`src/rtl/mfc_pkg.sv`:
```
`timescale 1ns/1ps
package mfc_pkg;
  typedef enum logic [1:0] {
    MFC_IDLE = 2'd0,
    MFC_RUN  = 2'd1,
    MFC_DONE = 2'd2
  } mfc_state_e;

  // carry and borrow chained across the words of one pass
  typedef struct packed {
    logic carry;
    logic borrow;
  } mfc_chain_t;
endpackage

```
`src/rtl/mfc_ctrl.sv`:
```
`timescale 1ns/1ps
module mfc_ctrl #(
  parameter int W = 16,
  parameter int L = 4
) (
  input  logic                  clk,
  input  logic                  rst_n,
  input  logic                  start,
  output logic                  busy,
  output logic                  done,
  output logic                  init,
  output logic                  pass_end,
  output logic [((L>1)?$clog2(L):1)-1:0] word_idx
);
  import mfc_pkg::*;

  localparam int AW    = (L > 1) ? $clog2(L) : 1;
  localparam int ITERS = 2 * L * W;
  localparam int IW    = $clog2(ITERS + 1);

  mfc_state_e    state_q;
  logic [AW-1:0] word_q;
  logic [IW-1:0] iter_q;
  logic          last_word;
  logic          last_iter;

  assign busy      = (state_q == MFC_RUN);
  assign done      = (state_q == MFC_DONE);
  assign last_word = (word_q == AW'(L - 1));
  assign last_iter = (iter_q == IW'(ITERS - 1));
  assign init      = start && !busy;
  assign pass_end  = busy && last_word;
  assign word_idx  = word_q;

  always_ff @(posedge clk) begin
    if (!rst_n) begin
      state_q <= MFC_IDLE;
      word_q  <= '0;
      iter_q  <= '0;
    end else if (init) begin
      state_q <= MFC_RUN;
      word_q  <= '0;
      iter_q  <= '0;
    end else if (busy) begin
      if (last_word) begin
        word_q <= '0;
        if (last_iter) state_q <= MFC_DONE;
        else           iter_q  <= iter_q + 1'b1;
      end else begin
        word_q <= word_q + 1'b1;
      end
    end
  end

  // iteration counter never exceeds its bound while running
  assert_iter_bound_R4: assert property (@(posedge clk) disable iff (!rst_n)
    busy |-> (iter_q < IW'(ITERS)));

  // the run ends only on the last word of the last iteration
  assert_done_timing_R4: assert property (@(posedge clk) disable iff (!rst_n)
    $rose(done) |-> ($past(last_iter) && $past(last_word) && $past(busy)));

  // an accepted start always opens a run at word 0
  assert_start_opens_R2: assert property (@(posedge clk) disable iff (!rst_n)
    (start && !busy) |=> (busy && !done && word_q == '0));
endmodule

```
`src/rtl/mfc_word_step.sv`:
```
`timescale 1ns/1ps
module mfc_word_step #(
  parameter int W = 16
) (
  input  logic [W-1:0] cur_word,
  input  logic [W-1:0] mod_word,
  input  mfc_pkg::mfc_chain_t chain_in,
  output logic [W-1:0] shifted,
  output logic [W-1:0] diff,
  output mfc_pkg::mfc_chain_t chain_out
);
  import mfc_pkg::*;

  // shift left by one, feed carry in at the bottom; returns {carry_out, word}
  function automatic logic [W:0] shl_word(input logic [W-1:0] a, input logic cin);
    return {a, cin};
  endfunction

  // a - b - bin; returns {borrow_out, difference}
  function automatic logic [W:0] sub_word(input logic [W-1:0] a, input logic [W-1:0] b,
                                          input logic bin);
    logic [W:0] wide;
    wide = {1'b0, a} - {1'b0, b} - {{W{1'b0}}, bin};
    return wide;
  endfunction

  logic [W:0] sh_res;
  logic [W:0] sb_res;

  always_comb begin
    sh_res           = shl_word(cur_word, chain_in.carry);
    sb_res           = sub_word(sh_res[W-1:0], mod_word, chain_in.borrow);
    shifted          = sh_res[W-1:0];
    diff             = sb_res[W-1:0];
    chain_out.carry  = sh_res[W];
    chain_out.borrow = sb_res[W];
  end
endmodule

```
`src/rtl/mfc_bank.sv`:
```
`timescale 1ns/1ps
module mfc_bank #(
  parameter int W = 16,
  parameter int L = 4
) (
  input  logic                  clk,
  input  logic                  rst_n,
  input  logic                  init,
  input  logic                  step_en,
  input  logic                  flip,
  input  logic [((L>1)?$clog2(L):1)-1:0] step_idx,
  input  logic [W-1:0]          keep_word,
  input  logic [W-1:0]          alt_word,
  input  logic [((L>1)?$clog2(L):1)-1:0] rd_idx,
  output logic [W-1:0]          step_word,
  output logic [W-1:0]          rd_word,
  output logic                  cur_sel
);
  localparam int AW = (L > 1) ? $clog2(L) : 1;

  logic [W-1:0] store_q [2][L];
  logic         sel_q;

  assign cur_sel   = sel_q;
  assign step_word = store_q[sel_q][step_idx];
  assign rd_word   = store_q[sel_q][rd_idx];

  always_ff @(posedge clk) begin
    if (!rst_n) begin
      sel_q <= 1'b0;
      for (int b = 0; b < 2; b++)
        for (int j = 0; j < L; j++)
          store_q[b][j] <= '0;
    end else if (init) begin
      sel_q <= 1'b0;
      for (int j = 0; j < L; j++)
        store_q[0][j] <= (j == 0) ? W'(1) : '0;
    end else if (step_en) begin
      store_q[sel_q][step_idx]  <= keep_word;
      store_q[!sel_q][step_idx] <= alt_word;
      if (flip) sel_q <= !sel_q;
    end
  end

  // the current bank changes only at the end of a pass or on init
  assert_sel_hold_R7: assert property (@(posedge clk) disable iff (!rst_n)
    (!init && !(step_en && flip)) |=> $stable(sel_q));

  // index used for stepping stays inside the array
  assert_idx_range_R5: assert property (@(posedge clk) disable iff (!rst_n)
    step_en |-> (step_idx <= AW'(L - 1)));
endmodule

```
`src/rtl/mont_factor_calc.sv`:
```
`timescale 1ns/1ps
module mont_factor_calc #(
  parameter int W = 16,
  parameter int L = 4
) (
  input  logic                  clk,
  input  logic                  rst_n,
  input  logic                  start,
  output logic [((L>1)?$clog2(L):1)-1:0] n_addr,
  input  logic [W-1:0]          n_word,
  output logic                  busy,
  output logic                  done,
  input  logic [((L>1)?$clog2(L):1)-1:0] f_addr,
  output logic [W-1:0]          f_word
);
  import mfc_pkg::*;

  localparam int AW = (L > 1) ? $clog2(L) : 1;

  logic          init;
  logic          pass_end;
  logic [AW-1:0] word_idx;
  logic [W-1:0]  cur_word;
  logic [W-1:0]  shifted;
  logic [W-1:0]  diff;
  mfc_chain_t    chain_q;
  mfc_chain_t    chain_nx;
  logic          step_keep;
  logic          step_flip;
  logic          cur_sel;

  mfc_ctrl #(.W(W), .L(L)) ctrl_i (
    .clk      (clk),
    .rst_n    (rst_n),
    .start    (start),
    .busy     (busy),
    .done     (done),
    .init     (init),
    .pass_end (pass_end),
    .word_idx (word_idx)
  );

  assign n_addr = word_idx;

  mfc_word_step #(.W(W)) step_i (
    .cur_word  (cur_word),
    .mod_word  (n_word),
    .chain_in  (chain_q),
    .shifted   (shifted),
    .diff      (diff),
    .chain_out (chain_nx)
  );

  // keep the doubled value only if it is below N: borrow out, no carry out
  assign step_keep = chain_nx.borrow && !chain_nx.carry;
  assign step_flip = pass_end && !step_keep;

  always_ff @(posedge clk) begin
    if (!rst_n || init || pass_end) chain_q <= '0;
    else if (busy)                  chain_q <= chain_nx;
  end

  mfc_bank #(.W(W), .L(L)) bank_i (
    .clk       (clk),
    .rst_n     (rst_n),
    .init      (init),
    .step_en   (busy),
    .flip      (step_flip),
    .step_idx  (word_idx),
    .keep_word (shifted),
    .alt_word  (diff),
    .rd_idx    (f_addr),
    .step_word (cur_word),
    .rd_word   (f_word),
    .cur_sel   (cur_sel)
  );

  assert_busy_done_excl_R8: assert property (@(posedge clk) disable iff (!rst_n)
    !(busy && done));

  assert_naddr_walk_R5: assert property (@(posedge clk) disable iff (!rst_n)
    (busy && n_addr != AW'(L - 1)) |=> (busy && n_addr == $past(n_addr) + 1'b1));

  assert_start_ignored_R6: assert property (@(posedge clk) disable iff (!rst_n)
    (busy && start && !pass_end) |=> busy);

  assert_result_held_R7: assert property (@(posedge clk) disable iff (!rst_n)
    (done && !start) |=> (done && $stable(cur_sel)));

  assert_chain_clear_R3: assert property (@(posedge clk) disable iff (!rst_n)
    pass_end |=> (chain_q == '0));

  always_comb begin
    if (rst_n) begin
      assert_reset_quiet_R1: assert (!(busy && done));
    end
  end
endmodule

```
`config.mk`:
```
export PLATFORM = sky130hd
export DESIGN_NAME = mont_factor_calc
export DESIGN_NICKNAME = d
export VERILOG_FILES = /design/src/rtl/mfc_pkg.sv /design/src/rtl/mfc_ctrl.sv /design/src/rtl/mfc_word_step.sv /design/src/rtl/mfc_bank.sv /design/src/rtl/mont_factor_calc.sv
export SDC_FILE = /design/constraint.sdc
export NUM_CORES = 1
export LEC_CHECK = 0
export ABC_AREA = 1
export BUFFER_PORTS_ARGS = -buffer_cell sky130_fd_sc_hd__buf_2
export CELL_PAD_IN_SITES_DETAIL_PLACEMENT = 1
export CELL_PAD_IN_SITES_GLOBAL_PLACEMENT = 2
export CORE_MARGIN = 1
export CORE_UTILIZATION = 38
export CTS_BUF_LIST = sky130_fd_sc_hd__clkbuf_8
export CTS_CLUSTER_DIAMETER = 30
export CTS_CLUSTER_SIZE = 20
export DETAILED_ROUTE_END_ITERATION = 6
export GPL_TIMING_DRIVEN = 0
export PLACE_DENSITY = 0.78
export SLEW_MARGIN = 0
export SYNTH_ARGS = -nofsm -noshare
export SYNTH_HDL_FRONTEND = slang
export SYNTH_HIERARCHICAL = 1
export SYNTH_SLANG_ARGS = --single-unit
```
`constraint.sdc`:
```
create_clock -name clk -period 4 [get_ports clk]
set_clock_uncertainty 0.2 [all_clocks]
set_input_delay 0.8 -clock clk [delete_from_list [all_inputs] [get_ports clk]]
set_output_delay 0.8 -clock clk [all_outputs]
set_load 0.02 [all_outputs]
```
[After elaboration in Yosys (flattened, before gate mapping)]
Memory sizes are Yosys's and may differ from the RTL's. A register that Yosys moved wholly into a read port is not among the register bits.
Cells that the tools add are included.
W data, S select, Z words.
Operators by class
  add/subtract/negate cells: 4
  $lt $le $gt $ge: 3
  eq/ne operators: 4
  multiplexer cells: 33
  bitwise gates (word level): 8
  reduce and logical (&&, ||, !) cells: 22
Operators with widths (number)
  $mux W64: 5
  $mux W16: 9
  $reduce_or A64 Y1: 2
  $bmux W16 S2: 2
  $demux W16 S2: 1
  $sub A16 B16 Y17: 1
  $sub A17 B1 Y17: 1
  $mux W1: 15
  $reduce_and A3 Y1: 3
  $add A8 B1 Y8 const B: 1
  $eq A8 B7 Y1 const B: 1
  $ge A3 B3 Y1 const B: 2
  $not A2 Y3: 2
  $reduce_bool A2 Y1: 3
  $logic_and A1 B1 Y1: 5
  $logic_not A1 Y1: 5
  $eq A2 B2 Y1 const B: 2
  $or A1 B1 Y1: 4
  $lt A3 B1 Y1 const B: 1
  $add A2 B1 Y2 const B: 1
  $eq A2 B1 Y1 const B: 1
  $logic_or A1 B1 Y1: 2
  $mux W2: 1
  $not A1 Y1: 2
  other kinds (2): 2
Word-level totals
  flip-flop bits (word level): 15
  RAM bits: 128
  output and inout port bits: 20
  memories kept: 1
Memories
  bank_i.store_q: words 2, width 64, rd ports 1, clocked after Yosys merged registers in 1, wr ports 2, line mfc_bank.sv:21  | logic [W-1:0] store_q [2][L];

[Depth between registers and ports, before layout]
  depth after elaboration: 12
  mapped depth: 23
  gate-level depth less buffers: 21

[Hierarchy]
Netlist, hierarchy kept.
By module, submodules not included
  mfc_bank: times used 1, cells an instance 920, area an instance 7582.3 um^2, seq. area each 3883.7 um^2
  mfc_word_step: times used 1, cells an instance 282, area an instance 1539.0 um^2, seq. area each 0.0 um^2
  mfc_ctrl: times used 1, cells an instance 93, area an instance 663.1 um^2, seq. area each 240.2 um^2
  mont_factor_calc: times used 1, cells an instance 18, area an instance 105.1 um^2, seq. area each 40.0 um^2

[Least setup slack after synthesis]
No wires, ideal clock.
  path type: reg2reg
  from: register ctrl_i.word_q[0] (netlist: ctrl_i/word_idx[0])
  to: register with a tool-made name
  arrival time: 3118 ps
  data required time: 3667 ps
  slack: 549 ps
  cell stages (with the launch flop): 23
  buffers on the path: 2
  clock period less this slack: 3451 ps
  cells stage by stage: dfxtp_1 nand2_1 inv_1 buf_2 buf_1 nand2_1 nand4_1 inv_1 ha_1 inv_1 ha_1 nand2_1 inv_1 a21oi_1 nand2_2 nand2_1 nand2_1 nand2_1 nand2_1 a21oi_1 nand2_1 o21ai_0 a21oi_1
RTL lines
  start, declared: line mfc_ctrl.sv:22  | logic [AW-1:0] word_q;
  start signal, assigned: line mfc_ctrl.sv:50  | word_q <= word_q + 1'b1;

==> results.md <==
- Slew @ Worst Pin: 0.936 ns
- N_diodes: 0
- R2R Setup Slk: 0.28 ns
- Critical path's largest stage delay: 0.36 ns
- Sequential cell area fraction in the yosys report: 0.421
- Fin crit period: 3.72 ns
- First-pass GRT wire length: 58400 um
- Final ANT Viol Nets: 0
- Number of nets in the layout: 1436
- Critical path, cell by cell: inv_2, buf_4, nand2_1, nand2_1, nand2_1, nand4_1, inv_1, ha_1, inv_1, ha_1, nand2_1, inv_1, a21oi_1, nand2_2, nand2_1, nand2_1, nand2_1, nand2_1, inv_1, o21ai_0
- Delay-heaviest family, CP: simple AND/OR/NAND/NOR gates
- Largest net degree at the start of global routing: 17
- Crit. End Element: flop
- Ys flop type: edfxtp_1
- Most frequent cell after synthesis: nand2_1
- Critical path buffers and inverters: 6
- Final Cell Area: 11100 sq um
- DRC Markers: 0
- Tot GR Track Use: 0.300
- Post-synth EDFFs: 128
- Clock root buffer: clkbuf_8
- Worst r2r path cells: 20
- Critical path's most frequent cell: nand2_1
- RR Endpoint: bank_i/store_q[0][12]
- Unrepaired setup endpoints after global routing: false
- Site row count: 58
- Reg clk slew, reported paths: 0.11 ns
- Total power: 4200 uW
- # setup viols final: 0
- CTS tree: yes
- Die height: 163 um
- Yosys warns: 6
- Hold slack final: 0.287 ns
- Min-Delay Path Depth: 2
- Number of synthesized register bits: 144
- Avg WL per Cell: 22.3 um
- Vias/cell: 5.51
- WHS Endpoint: ctrl_i/iter_q[7]
- Die area: 26700 sq um
- Total power divided by cell area: 377 nW/um^2
- DP Wirelength: 29500 um
- Clock insertion delay at the later pin of the skew report: 0.48 ns
- FMAX: 269 MHz
- CTS buffer count: 17
- Max-cap violations: 0
- Ports: 41
- Data arrival, critical path: 3.72 ns
- Top fanout value on the critical path: 10
- CP startpoint kind: flop
- Setup Crit Path Kind: flop to flop
- Origin of the worst min-delay path: ctrl_i/iter_q[7]
- Yosys cell types: 36
- Slew margin rel.: 0.375
- Slew Limit Fails: 0
- Max VDD drop: 188 uV
- CTS Buffer Depth: 2
- Hold_buf cts: 0
- Fin. Hold Viols: 0
- Mapped Area: 9890 sq um
- H-tree level count: 4
- Synthesized Nets: 1368
- Synth area leader: edfxtp_1
- Post-synth ARST share: 0
- Sink Count: 144
- Min-Delay Path Class: flop to flop
- Critical path depth in cells: 20
- Lkg Pwr: 0.00498 uW
- Outcome: finished, final reports clean
- Initial antenna violation count: 0
- Top post-synthesis cells by area: edfxtp_1, nand2_1, nand3_1, o21ai_0, inv_1
- Total number of vias: 9494
- Final setup margin: 0.282 ns
- Area after DPL: 10500 sq um
- Synth top area share: 0.389
- Tcrit/Tclk final: 0.930
- Commonest cells post-synth: nand2_1, nand3_1, inv_1
- Die width: 163 um
- CP required: 4.00 ns
- First-pass DRT Iterations: 5
- Core footprint: 25300 sq um
- Place WS: -0.596 ns
- Routability congestion estimate: 0.898
- Synth Area per Inst: 7.53 sq um
- Overflow after GRT: 0
- Area Growth Syn to Fin: 12.5%
- Fraction of layout cells with a size suffix above 1: 0.142
- Critical-path top delay cell: dfxtp_2
- Starting Density: 0.390
- DRT iter0 DRCs: 749
- # port buffers: 39
- Vias in the first global route: 9410
- Gate Count Post-Synth: 1313
- Routed wire length: 38400 um
worst reg2reg max path: stages (launching register included):
cell and delay [ns]:
dfxtp_2 0.36, inv_2 0.21, buf_4 0.25, nand2_1 0.09, nand2_1 0.14, nand2_1 0.07
nand4_1 0.23, inv_1 0.10, ha_1 0.28, inv_1 0.04, ha_1 0.33, nand2_1 0.11
inv_1 0.07, a21oi_1 0.17, nand2_2 0.11, nand2_1 0.10, nand2_1 0.06, nand2_1 0.05
nand2_1 0.05, inv_1 0.26, o21ai_0 0.17
cells in the final DEF, fill, tap and decap left out, types with 10 or more instances in the layout:
cell,count
a21oi_1,16
buf_2,50
buf_4,34
buf_6,16
clkbuf_1,28
clkbuf_8,17
dfxtp_1,13
edfxtp_1,128
ha_1,31
inv_1,147
nand2_1,382
nand2_2,19
nand3_1,169
nand4_1,65
nor2_1,35
o211ai_1,10
o21ai_0,132
o21ai_1,16
xor2_1,10
per-stage QoR:
| step | util | setup TNS (ns) | instances |
|---|---|---|---|
| after global routing | 0.439 | 0 | 1724 |
| final | 0.439 | 0 | 1724 |
| after floorplan | - | 0 | 1313 |
| after detailed placement | 0.414 | -30.95 | 1682 |
| after global placement | 0.414 | -30.25 | 1682 |
| after CTS | 0.434 | 0 | 1716 |
power breakdown:
part	switching, uW	internal (uW)
Clock	685	627
Sequential	24.4	1710
Combinational	859	289
final cells by class:
cell class / instances / area (sq um)
Multi-Input combinational cell: 915 / 4650
Tap cell: 330 / 413
Clock inverter: 15 / 179
Clock buffer: 17 / 234
Fill cell: 3171 / 14200
Inverter: 158 / 597
Sequential cell: 144 / 4170
Timing Repair Buffer: 49 / 270
Buffer: 96 / 607
flip-flops by register name, indices dropped and copies added (netlist names), named ones only:
name,count
ctrl_i/iter_q,8
bank_i/cur_sel,1
ctrl_i/word_idx,2
ctrl_i/state_q,2
bank_i/store_q,128
chain_q,2
routing by layer:
| metal | share of wire | wire, um | global-route usage | up-vias |
|---|---|---|---|---|
| met5 | 0 | 0 | 0 | - |
| met4 | 0.023 | 885 | 0.0888 | 0 |
| met3 | 0.074 | 2830 | 0.0488 | 59 |
| met2 | 0.46 | 17500 | 0.482 | 353 |
| met1 | 0.45 | 17100 | 0.412 | 4563 |
| li1 | - | - | - | 4519 |
cell families after synthesis:
| kind of cell | Yosys count | share of synthesized area |
|---|---|---|
| buf+inv | 254 | 0.112 |
| fa+ha+maj | 34 | 0.0445 |
| simple gates | 692 | 0.320 |
| compound gates | 179 | 0.0940 |
| flops | 144 | 0.421 |
| xor+xnor | 10 | 0.00886 |
how the worst max path moves through the flow:
stage / endpoint / startpoint / slack, ns
after global routing: flop / flop / 0.002
after floorplan: flop / ctrl_i/word_idx[0] / 0.55
final: bank_i/store_q[0][12] / flop / 0.28
after detailed placement: flop / ctrl_i/word_idx[0] / -0.60
after CTS: flop / ctrl_i/word_idx[0] / 0.03
after global placement: flop / ctrl_i/word_idx[0] / -0.58
timing repair:
| item | CTS | global route |
|---|---|---|
| setup buffers | 2 | 8 |
| endpoints found under the hold margin | 0 | 0 |
| pin swaps | 1 | 5 |
| resized for setup | 33 | 44 |
| setup endpoints to repair | 99 | 67 |
(Power assumes the default switching activity.)
